--- config.mk ---
export PLATFORM = sky130hd
export DESIGN_NAME = seq_core
export DESIGN_NICKNAME = d
export VERILOG_FILES = /design/src/rtl/seq_core_pkg.sv /design/src/rtl/seq_core_alu.sv /design/src/rtl/seq_core_rf.sv /design/src/rtl/seq_core_ctrl.sv /design/src/rtl/seq_core.sv
export SDC_FILE = /design/constraint.sdc
export NUM_CORES = 2
export LEC_CHECK = 0
export ABC_AREA = 0
export BUFFER_PORTS_ARGS = -buffer_cell sky130_fd_sc_hd__clkbuf_2
export CAP_MARGIN = 15
export CORE_AREA = 2 2 441 443
export DETAILED_ROUTE_END_ITERATION = 16
export DIE_AREA = 0 0 443 445
export GPL_TIMING_DRIVEN = 0
export SETUP_SLACK_MARGIN = 0.2
export SLEW_MARGIN = 20
export SYNTH_ARGS = -nofsm -noshare
export SYNTH_HDL_FRONTEND = slang
export SYNTH_SLANG_ARGS = --single-unit
--- constraint.sdc ---
create_clock -name clk -period 11.6 [get_ports clk]
set_clock_uncertainty 0.2 [all_clocks]
set_input_delay 3.48 -clock clk [delete_from_list [all_inputs] [get_ports clk]]
set_output_delay 3.48 -clock clk [all_outputs]
set_load 0.01 [all_outputs]
--- src/rtl/seq_core_pkg.sv ---
// Shared encodings and types for the multicycle core.
// Assumes 32-bit instruction words with fixed field positions.
package seq_core_pkg;

    localparam logic [5:0] OP_REG   = 6'h00;
    localparam logic [5:0] OP_JUMP  = 6'h02;
    localparam logic [5:0] OP_BEQ   = 6'h04;
    localparam logic [5:0] OP_RET   = 6'h10;
    localparam logic [5:0] OP_LOAD  = 6'h23;
    localparam logic [5:0] OP_STORE = 6'h2B;

    localparam logic [5:0] FN_ADD = 6'h20;
    localparam logic [5:0] FN_SUB = 6'h22;
    localparam logic [5:0] FN_AND = 6'h24;
    localparam logic [5:0] FN_OR  = 6'h25;
    localparam logic [5:0] FN_SLT = 6'h2A;

    localparam logic [4:0] WHY_UNDEF = 5'd10;
    localparam logic [4:0] WHY_OVF   = 5'd12;

    typedef enum logic [3:0] {
        ST_FETCH, ST_DECODE, ST_ADDR, ST_LDMEM, ST_LDWB, ST_STMEM,
        ST_REXE, ST_RWB, ST_BEQ, ST_JMP, ST_TRAP_UND, ST_TRAP_OVF, ST_RET
    } state_e;

    typedef enum logic [2:0] {ALU_ADD, ALU_SUB, ALU_AND, ALU_OR, ALU_SLT} alu_fn_e;
    typedef enum logic [1:0] {SB_B, SB_FOUR, SB_IMM, SB_IMM4} srcb_e;
    typedef enum logic [2:0] {PS_ALU, PS_TGT, PS_JMP, PS_EPC, PS_VEC} pcsrc_e;

    typedef struct packed {
        logic       pc_we;
        logic       pc_cond;
        pcsrc_e     pc_src;
        logic       iord;
        logic       mem_we;
        logic       ir_we;
        logic       ab_we;
        logic       s_we;
        logic       m_we;
        logic       rf_we;
        logic       rf_dst_rd;
        logic       rf_from_mem;
        logic       sel_a;
        srcb_e      sel_b;
        logic       use_funct;
        alu_fn_e    alu_fn;
        logic       trap;
        logic [4:0] why;
    } ctrl_t;

    function automatic alu_fn_e funct_fn(input logic [5:0] f);
        case (f)
            FN_SUB:  return ALU_SUB;
            FN_AND:  return ALU_AND;
            FN_OR:   return ALU_OR;
            FN_SLT:  return ALU_SLT;
            default: return ALU_ADD;
        endcase
    endfunction

    function automatic logic funct_known(input logic [5:0] f);
        return (f == FN_ADD) || (f == FN_SUB) || (f == FN_AND) ||
               (f == FN_OR)  || (f == FN_SLT);
    endfunction

endpackage

--- src/rtl/seq_core_alu.sv ---
// Single shared ALU. Reports a zero result and signed overflow; the
// overflow flag is only meaningful for add and subtract, 0 otherwise.
module seq_core_alu
    import seq_core_pkg::*;
#(
    parameter int W = 32
) (
    input  logic [W-1:0] a,
    input  logic [W-1:0] b,
    input  alu_fn_e      fn,
    output logic [W-1:0] y,
    output logic         zero,
    output logic         ovf
);

    // Operation select and overflow detection
    always_comb begin
        ovf = 1'b0;
        case (fn)
            ALU_SUB: begin
                y   = a - b;
                ovf = (a[W-1] != b[W-1]) && (y[W-1] != a[W-1]);
            end
            ALU_AND: y = a & b;
            ALU_OR:  y = a | b;
            ALU_SLT: y = {{(W-1){1'b0}}, ($signed(a) < $signed(b))};
            default: begin
                y   = a + b;
                ovf = (a[W-1] == b[W-1]) && (y[W-1] != a[W-1]);
            end
        endcase
    end

    assign zero = (y == '0);

endmodule

--- src/rtl/seq_core_rf.sv ---
// General register file: two combinational reads, one clocked write.
// Register 0 is never written and so always reads zero.
module seq_core_rf #(
    parameter int W    = 32,
    parameter int NREG = 32,
    localparam int RAW = $clog2(NREG)
) (
    input  logic           clk,
    input  logic           rst_n,
    input  logic [RAW-1:0] ra1,
    input  logic [RAW-1:0] ra2,
    output logic [W-1:0]   rd1,
    output logic [W-1:0]   rd2,
    input  logic           we,
    input  logic [RAW-1:0] wa,
    input  logic [W-1:0]   wd
);

    logic [W-1:0] regs [NREG];

    // Clear on reset, write on enable except to register 0
    always_ff @(posedge clk) begin
        if (!rst_n) begin
            for (int i = 0; i < NREG; i++) regs[i] <= '0;
        end else if (we && (wa != '0)) begin
            regs[wa] <= wd;
        end
    end

    assign rd1 = regs[ra1];
    assign rd2 = regs[ra2];

endmodule

--- src/rtl/seq_core_ctrl.sv ---
// Moore control sequencer. Outputs are a function of the state alone;
// the next state uses the opcode, function validity and the ALU overflow.
module seq_core_ctrl
    import seq_core_pkg::*;
(
    input  logic       clk,
    input  logic       rst_n,
    input  logic [5:0] opcode,
    input  logic       reg_word_ok,
    input  logic       ovf,
    output state_e     state,
    output ctrl_t      ctl
);

    state_e nxt;

    // State register
    always_ff @(posedge clk) begin
        if (!rst_n) state <= ST_FETCH;
        else        state <= nxt;
    end

    // Next-state function
    always_comb begin
        nxt = ST_FETCH;
        case (state)
            ST_FETCH:  nxt = ST_DECODE;
            ST_DECODE: begin
                case (opcode)
                    OP_REG:   nxt = reg_word_ok ? ST_REXE : ST_TRAP_UND;
                    OP_LOAD,
                    OP_STORE: nxt = ST_ADDR;
                    OP_BEQ:   nxt = ST_BEQ;
                    OP_JUMP:  nxt = ST_JMP;
                    OP_RET:   nxt = ST_RET;
                    default:  nxt = ST_TRAP_UND;
                endcase
            end
            ST_ADDR:   nxt = (opcode == OP_LOAD) ? ST_LDMEM : ST_STMEM;
            ST_LDMEM:  nxt = ST_LDWB;
            ST_REXE:   nxt = ovf ? ST_TRAP_OVF : ST_RWB;
            default:   nxt = ST_FETCH;
        endcase
    end

    // Output function of the current state
    always_comb begin
        ctl = '0;
        case (state)
            ST_FETCH: begin
                ctl.ir_we = 1'b1; ctl.pc_we = 1'b1; ctl.pc_src = PS_ALU;
                ctl.sel_b = SB_FOUR; ctl.alu_fn = ALU_ADD;
            end
            ST_DECODE: begin
                ctl.ab_we = 1'b1; ctl.s_we = 1'b1;
                ctl.sel_b = SB_IMM4; ctl.alu_fn = ALU_ADD;
            end
            ST_ADDR: begin
                ctl.sel_a = 1'b1; ctl.sel_b = SB_IMM; ctl.s_we = 1'b1;
            end
            ST_LDMEM: begin ctl.iord = 1'b1; ctl.m_we = 1'b1; end
            ST_LDWB:  begin ctl.rf_we = 1'b1; ctl.rf_from_mem = 1'b1; end
            ST_STMEM: begin ctl.iord = 1'b1; ctl.mem_we = 1'b1; end
            ST_REXE: begin
                ctl.sel_a = 1'b1; ctl.sel_b = SB_B; ctl.use_funct = 1'b1;
                ctl.s_we = 1'b1;
            end
            ST_RWB: begin ctl.rf_we = 1'b1; ctl.rf_dst_rd = 1'b1; end
            ST_BEQ: begin
                ctl.sel_a = 1'b1; ctl.sel_b = SB_B; ctl.alu_fn = ALU_SUB;
                ctl.pc_cond = 1'b1; ctl.pc_src = PS_TGT;
            end
            ST_JMP: begin ctl.pc_we = 1'b1; ctl.pc_src = PS_JMP; end
            ST_TRAP_UND, ST_TRAP_OVF: begin
                ctl.trap = 1'b1; ctl.pc_we = 1'b1; ctl.pc_src = PS_VEC;
                ctl.sel_b = SB_FOUR; ctl.alu_fn = ALU_SUB;
                ctl.why = (state == ST_TRAP_OVF) ? WHY_OVF : WHY_UNDEF;
            end
            ST_RET: begin ctl.pc_we = 1'b1; ctl.pc_src = PS_EPC; end
            default: ctl = '0;
        endcase
    end

endmodule

--- src/rtl/seq_core.sv ---
// Multicycle core datapath: holding registers, operand muxes, shared
// memory port and trap registers. Assumes a memory that reads
// combinationally and writes on the rising edge while mem_we is high.
module seq_core
    import seq_core_pkg::*;
#(
    parameter int          W        = 32,
    parameter int          NREG     = 32,
    parameter logic [31:0] RESET_PC = 32'h0000_0000,
    parameter logic [31:0] VEC_ADDR = 32'h8000_0180
) (
    input  logic         clk,
    input  logic         rst_n,
    output logic [W-1:0] mem_addr,
    output logic [W-1:0] mem_wdata,
    output logic         mem_we,
    input  logic [W-1:0] mem_rdata,
    output logic [W-1:0] epc_o,
    output logic [W-1:0] cause_o
);

    localparam int RAW = $clog2(NREG);

    state_e       state;
    ctrl_t        ctl;
    logic [W-1:0] pc_q, ir_q, a_q, b_q, s_q, m_q, epc_q, cause_q;
    logic [W-1:0] alu_a, alu_b, alu_y, imm_sx, rd1, rd2;
    logic         alu_zero, alu_ovf;
    alu_fn_e      fn;

    assign imm_sx = {{(W-16){ir_q[15]}}, ir_q[15:0]};
    assign alu_a  = ctl.sel_a ? a_q : pc_q;
    assign fn     = ctl.use_funct ? funct_fn(ir_q[5:0]) : ctl.alu_fn;

    // Second ALU operand select
    always_comb begin
        case (ctl.sel_b)
            SB_B:    alu_b = b_q;
            SB_FOUR: alu_b = W'(4);
            SB_IMM:  alu_b = imm_sx;
            default: alu_b = {imm_sx[W-3:0], 2'b00};
        endcase
    end

    seq_core_alu #(.W(W)) u_alu (
        .a(alu_a), .b(alu_b), .fn(fn), .y(alu_y), .zero(alu_zero), .ovf(alu_ovf)
    );

    seq_core_rf #(.W(W), .NREG(NREG)) u_rf (
        .clk(clk), .rst_n(rst_n),
        .ra1(ir_q[21 +: RAW]), .ra2(ir_q[16 +: RAW]),
        .rd1(rd1), .rd2(rd2),
        .we(ctl.rf_we),
        .wa(ctl.rf_dst_rd ? ir_q[11 +: RAW] : ir_q[16 +: RAW]),
        .wd(ctl.rf_from_mem ? m_q : s_q)
    );

    seq_core_ctrl u_ctrl (
        .clk(clk), .rst_n(rst_n),
        .opcode(ir_q[31:26]),
        .reg_word_ok(funct_known(ir_q[5:0]) && (ir_q[10:6] == 5'd0)),
        .ovf(alu_ovf),
        .state(state), .ctl(ctl)
    );

    // Program counter with unconditional and branch-conditional update
    always_ff @(posedge clk) begin
        if (!rst_n) begin
            pc_q <= W'(RESET_PC);
        end else if (ctl.pc_we || (ctl.pc_cond && alu_zero)) begin
            case (ctl.pc_src)
                PS_TGT:  pc_q <= s_q;
                PS_JMP:  pc_q <= {pc_q[W-1:28], ir_q[25:0], 2'b00};
                PS_EPC:  pc_q <= epc_q;
                PS_VEC:  pc_q <= W'(VEC_ADDR);
                default: pc_q <= alu_y;
            endcase
        end
    end

    // Holding registers between steps
    always_ff @(posedge clk) begin
        if (!rst_n) begin
            ir_q <= '0; a_q <= '0; b_q <= '0; s_q <= '0; m_q <= '0;
        end else begin
            if (ctl.ir_we) ir_q <= mem_rdata;
            if (ctl.ab_we) begin a_q <= rd1; b_q <= rd2; end
            if (ctl.s_we)  s_q  <= alu_y;
            if (ctl.m_we)  m_q  <= mem_rdata;
        end
    end

    // Trap registers: faulting address (PC - 4 through the ALU) and reason
    always_ff @(posedge clk) begin
        if (!rst_n) begin
            epc_q   <= '0;
            cause_q <= '0;
        end else if (ctl.trap) begin
            epc_q   <= alu_y;
            cause_q <= {{(W-7){1'b0}}, ctl.why, 2'b00};
        end
    end

    assign mem_addr  = ctl.iord ? s_q : pc_q;
    assign mem_wdata = b_q;
    assign mem_we    = ctl.mem_we;
    assign epc_o     = epc_q;
    assign cause_o   = cause_q;

endmodule

**Word level (Yosys, flattened, before mapping)**

Memories as Yosys holds them, arrays and structs flattened. A register that Yosys moved wholly into a read port is not among the register bits.
Cells that the tools add are included.

- Input bits: 34
- Memories: 1
- Register bits: 169
- Logic and storage cells: 121
- RAM bits: 1024
- Output and inout port bits: 129

Memory list:

| name | words | bits a word | read ports | clocked after memory_dff | wr ports | line | text |
|---|---|---|---|---|---|---|---|
| u_rf.regs | 32 | 32 | 2 | 2 | 32 | seq_core_rf.sv:19 | `logic [W-1:0] regs [NREG];` |

- Add/subtract/negate cells: 2
- Reductions and logical operators: 30
- Bitwise logic cells: 3
- Equality and inequality tests: 36
- $lt $le $gt $ge: 1
- Multiplexer cells: 40

Operators by type and width:

| cell | number |
|---|---|
| $pmux W32 S4 | 2 |
| $mux W32 | 4 |
| $pmux W32 S3 | 1 |
| $eq A6 B6 Y1 const B | 7 |
| $pmux W4 S5 | 2 |
| $add A32 B32 Y32 | 1 |
| $and A32 B32 Y32 | 1 |
| $logic_not A32 Y1 | 1 |
| $lt A32 B32 Y1 | 1 |
| $or A32 B32 Y32 | 1 |
| $reduce_or A32 Y1 | 1 |
| $sub A32 B32 Y32 | 1 |
| $pmux W3 S4 | 2 |
| $eq A4 B4 Y1 const B | 5 |
| $mux W1 | 19 |
| $eq A4 B3 Y1 const B | 4 |
| $reduce_or A3 Y1 | 5 |
| $eq A3 B2 Y1 const B | 4 |
| $mux W5 | 2 |
| $mux W3 | 3 |
| $eq A4 B2 Y1 const B | 2 |
| $mux W4 | 2 |
| $reduce_or A2 Y1 | 4 |
| $eq A3 B1 Y1 const B | 2 |
| other kinds (23) | 35 |

**Logic depth before layout (Yosys ltp)**

- Word-level depth: 11
- Gate-level depth with buffers: 24
- Gate-level depth less buffers: 19

**By module**

A second synthesis with hierarchy kept.

- Cells, all modules: 6647
- Area total of the unflattened synthesis: 73290.3 um^2

By module, submodules not included:

| module | area each (um^2) | cells each | seq. area each (um^2) | instances |
|---|---|---|---|---|
| seq_core_rf | 55715.9 | 4609 | 30749.5 | 1 |
| seq_core | 11481.0 | 1116 | 4584.4 | 1 |
| seq_core_alu | 5585.4 | 846 | 0.0 | 1 |
| seq_core_ctrl | 508.0 | 76 | 80.1 | 1 |

**Least setup slack after synthesis**

No wires, ideal clock.

- Path type: input-to-reg
- From: input rst_n
- To: memory u_rf.regs[12][0] (enable)
- Required time: 11011 ps
- Arrival: 5429 ps
- Stages: 6
- Buffers on the path: 2
- Path slack: 5581 ps
- Setup time: 389 ps
- Cell sequence: clkbuf_1 -> nand2_1 -> nor3_1 -> nand2_1 -> clkbuf_1 -> nand2_1

RTL lines:

| what | line | text |
|---|---|---|
| from (decl) | seq_core.sv:13 | `input logic rst_n,` |
| to (decl) | seq_core_rf.sv:19 |  |

**Worst setup path after layout**

- From: register u_ctrl.state[3]
- To: register pc_q[0]

- Longest elaborated chain between the ends: 10
- Elaborated cells between the ends (all ways): 45
- Classes of those cells: 2 x add/sub; 1 x order compare; 18 x eq/ne; 12 x mux; 2 x bitwise; 10 x reduce/logical

Ends and longest elaborated chain:

| what | line | text |
|---|---|---|
| from (decl) | seq_core_ctrl.sv:11 | `output state_e state,` |
| from (signal assigned) | seq_core_ctrl.sv:20 | `else state <= nxt;` |
| $eq A4 B4 Y1 / $logic_not A4 Y1 (equally long branches) | seq_core_ctrl.sv:49 | `case (state)` |
| $reduce_or A3 Y1 (no source line) | n/a |  |
| $pmux W2 S3 | seq_core_ctrl.sv:49 |  |
| $eq A2 B2 Y1 (tied with other cells) | seq_core.sv:37 | `case (ctl.sel_b)` |
| $pmux W32 S3 | seq_core.sv:37 |  |
| $add A32 B32 Y32 (tied with other cells) | seq_core_alu.sv:28 | `y = a + b;` |
| $pmux W32 S4 | seq_core_alu.sv:19 | `case (fn)` |
| $logic_not A32 Y1 | seq_core_alu.sv:34 | `assign zero = (y == '0);` |
| $logic_and A1 B1 Y1 | seq_core.sv:70 | `end else if (ctl.pc_we \|\| (ctl.pc_cond && alu_zero)) begin` |
| $logic_or A1 B1 Y1 | seq_core.sv:70 |  |
| to (signal assigned) | seq_core.sv:69 | `pc_q <= W'(RESET_PC);` |
| to (signal assigned) | seq_core.sv:72 | `PS_TGT: pc_q <= s_q;` |
| to (signal assigned) | seq_core.sv:73 | `PS_JMP: pc_q <= {pc_q[W-1:28], ir_q[25:0], 2'b00};` |
| to (decl) | seq_core.sv:26 | `logic [W-1:0] pc_q, ir_q, a_q, b_q, s_q, m_q, epc_q, cause_q;` |

Parallel ways exist; a longest one is shown, timed or not.
A chain may end at the register's enable or synchronous reset.

==> results.sh <==
export IMPL_clock_path_buffers=3
export IMPL_critPathMaxFanout=10
export IMPL_ys_ff_latch=1255
export IMPL_ctsResizeCount=0
export IMPL_die_width_microns=443
export IMPL_cp_slowest_stage_delay_ns=0.93
export IMPL_grt_usage_pct=24.68
export IMPL_ys_seq_area_share_pct=52.73
export IMPL_ys_warn_count=0
export IMPL_ant_nets=0
export IMPL_end_kind="flop"
export IMPL_critPathLaunchType="flop"
export IMPL_post_synth_top_area_fraction_pct=45.84
export IMPL_routed_wl_microns=249000
export IMPL_finalSetupViolCount=0
export IMPL_max_cap_viol_count=0
export IMPL_hp_class="flop to flop"
export IMPL_synth_flop_cell="edfxtp_1"
export IMPL_synth_area_per_cell_sq_um=12.79
export IMPL_cts_buffers=134
export IMPL_cts_tree="yes"
export IMPL_vdd_drop_max_v=0.0001295
export IMPL_seqPwrFrac_pct=26.9
export IMPL_clk_pin_slew_worst_paths_ns=0.07
export IMPL_synth_edf_count=1024
export IMPL_crit_arrival_ns=9.37
export IMPL_intPower_mw=11.58
export IMPL_crit_slowest_cell="nor3_1"
export IMPL_multiInputGateArea_sq_mm=0.02950
export IMPL_synthTopCellsByCount="nor2_1 (1230), edfxtp_1 (1024), mux4_2 (640), clkbuf_1 (443), nand2_1 (294)"
export IMPL_grt_overflow=0
export IMPL_outcome="completed"
export IMPL_path_class="flop to flop"
export IMPL_placed_area_sq_mm=0.07216
export IMPL_cts_sinks=1255
export IMPL_netlist_top_cells_area="edfxtp_1 (46%), mux4_2 (21%), dfxtp_1 (6.9%), nor2_1 (6.9%), clkbuf_1 (2.5%)"
export IMPL_via_count=48590
export IMPL_min_period_over_period_pct=76.59
export IMPL_io_pins=163
export IMPL_power_mw=21.30
export IMPL_drcViolationCount=0
export IMPL_period_minus_slack_ns=8.885
export IMPL_fp_row_count=161
export IMPL_cpLargestDelayFamily="simple AND/OR/NAND/NOR gates"
export IMPL_hpwl_microns=205100
export IMPL_root_buffer="clkbuf_16"
export IMPL_grt_pass1_vias=47650
export IMPL_fin_setup_tns_ns=0
export IMPL_clkPwrFrac_pct=20.0
export IMPL_power_density_mw_per_mm2=278.5
export IMPL_required_ns=12.09
export IMPL_worst_path_buf_inv=5
export IMPL_cts_htree_levels=4
export IMPL_worstSkewPairLatency_ns=0.79
export IMPL_initial_utilization_pct=34.94
export IMPL_drt_vias_per_instance=5.896
export IMPL_grt_start_max_net_pins=42
export IMPL_core_area_sq_mm=0.1920
export IMPL_regArea_sq_mm=0.03537
export IMPL_netlist_instances=5244
export IMPL_hold_buffers=0
export IMPL_maxSlewHeadroom_pct=15.14
export IMPL_nets=5737
export IMPL_yosysTopAreaCell="edfxtp_1"
export IMPL_grt_pass1_wl_microns=344900
export IMPL_syn_area_sq_mm=0.06708
export IMPL_stdcell_area_sq_mm=0.07647
export IMPL_fp_dieH_microns=445
export IMPL_port_buffer_count=132
export IMPL_yosysMostFrequentCell="nor2_1"
export IMPL_area_growth_pct=13.99
export IMPL_rsz0062_at_grt="false"
export IMPL_fmax_ghz=0.1126
export IMPL_drt_first_pass_iters=13
export IMPL_drive_gt1_share_pct=20.90
export IMPL_antenna_found_initial=7
export IMPL_p_switching_mw=9.720
export IMPL_nFillCells=18040
export IMPL_cp_cell_sequence="clkbuf_1 -> nand2b_1 -> clkbuf_1 -> nor3_1 -> nor2_1 -> clkbuf_1 -> mux2_2 -> ha_1 -> clkbuf_1 -> nor2b_1 -> o21ai_0 -> nand3_1 -> o21ai_0 -> a211oi_1 -> nor3_1 -> xnor2_1 -> a21oi_1 -> nand4_1 -> nor4_2 -> buf_2 -> nor3_1 -> nor3_1"
export IMPL_routedWlPerCell_microns=30.22
export IMPL_slew_viol_final=0
export IMPL_rrSetupSlack_ns=2.72
export IMPL_async_reset_ff_share_pct=0
export IMPL_hold_viol_final=0
export IMPL_drt_iter0_markers=6628
export IMPL_worst_slew_pin_slew_ns=1.273
export IMPL_post_cts_buffers=0
export IMPL_power_leakage_nw=24.99
export IMPL_die_area_sq_mm=0.1971
export IMPL_yosysUniqueCellTypes=80
export IMPL_gp_congestion=0.9631
export IMPL_sw_frac_of_total_pct=45.64
export IMPL_power_frac_comb_pct=53.1
## metal layers
layer | up-vias | GRT usage (%) | wire length (microns)
met3 | 456 | 4.792 | 24630
met2 | 2824 | 40.91 | 119200
li1 | 20560 | - | -
met1 | 24740 | 31.32 | 93230
met5 | - | 0 | 38
met4 | 6 | 11.12 | 11960
## worst register-to-register path, delay by kind of cell (launching register included)
| family | cells | cell delay (ns) |
|---|---|---|
| buf+inv | 5 | 1.89 |
| simple gates | 10 | 3.59 |
| fa+ha+maj | 1 | 0.29 |
| compound gates | 4 | 1.93 |
| xor+xnor | 1 | 0.10 |
| mux | 1 | 0.49 |
| flops | 1 | 0.30 |
## flip-flops by register name, summed over array words and instances (netlist names)
signal and cells:
s_q 32, cause_o 3, m_q 32, a_q 32, u_ctrl.state 4, u_rf.regs 1024
epc_o 32, mem_wdata 32, pc_q 32, ir_q 32
## cells by family (layout without fill, tap and decap cells)
logic type / after synthesis / after routing / synth area share, %
and+or+nand+nor: 1750 / 1750 / 10.53
xor gates and xnor gates: 16 / 16 / 0.2089
other: 1 / 63 / 0.005590
adders and majority gates: 98 / 98 / 1.850
muxes: 814 / 814 / 24.20
buffers and inverters: 646 / 1054 / 3.824
DFF: 1255 / 1255 / 52.73
AOI/OAI and AO/OA: 664 / 664 / 6.647
## path summary, 6_finish.rpt
check	cells after the start	end	from
worst min-delay path	2	m_q[29]	m_q[29]
worst min register to register	2	m_q[29]	m_q[29]
worst max-delay path	22	pc_q[0]	u_ctrl.state[3]
worst max register to register	22	pc_q[0]	u_ctrl.state[3]
## power groups by stage
| stage | clock (mW) | sequential, mW | combinational, mW |
|---|---|---|---|
| 3_5_place_dp | 0 | 5.80 | 11.0 |
| 2_1_floorplan | 0 | 5.55 | 6.92 |
| 6_report | 4.26 | 5.73 | 11.3 |
| 3_3_place_gp | 0 | 5.78 | 10.8 |
| 4_1_cts | 4.28 | 5.70 | 11.0 |
| 5_1_grt | 4.43 | 5.74 | 11.8 |
## cell type report
class,count,area share (%)
Clock buffer,168,4.632
Buffer,539,2.885
Inverter,107,0.5252
Sequential cell,1255,46.26
Clock inverter,75,0.9474
Multi-Input combinational cell,3403,38.58
Tap cell,2526,4.133
Timing Repair Buffer,165,2.031
Antenna cell,2,0.006545
## per-stage QoR
stage,hold slack (ns),util [%],setup slack (ns),instances
CTS,0.2549,39.81,3.022,8238
detailed placement,0.2468,37.59,3.054,7995
global route,0.2687,39.83,2.649,8238
floorplan,0.2360,-,5.581,5304
finish,0.2543,39.83,2.715,8240
global placement,0.2421,37.05,3.071,7962
## cell usage in the layout (no fill, tap or decap), drive strengths merged, types with 9 or more instances in the layout
cell type,instances
a222oi,39
conb,61
or2,9
o31ai,18
bufinv,9
dfxtp,231
clkbuf,749
a21oi,218
nor2,1230
nand2,294
nor2b,17
nand2b,9
nand4,16
clkinv,51
nor3,100
mux4,640
inv,117
a31oi,16
o21bai,9
nor4,17
mux2,65
a211o,11
o211ai,17
o21ai,84
ha,96
nand3,12
buf,123
mux2i,109
edfxtp,1024
o21a,11
a211oi,150
xnor2,16
Note: power is estimated with default switching activity, not from simulation.
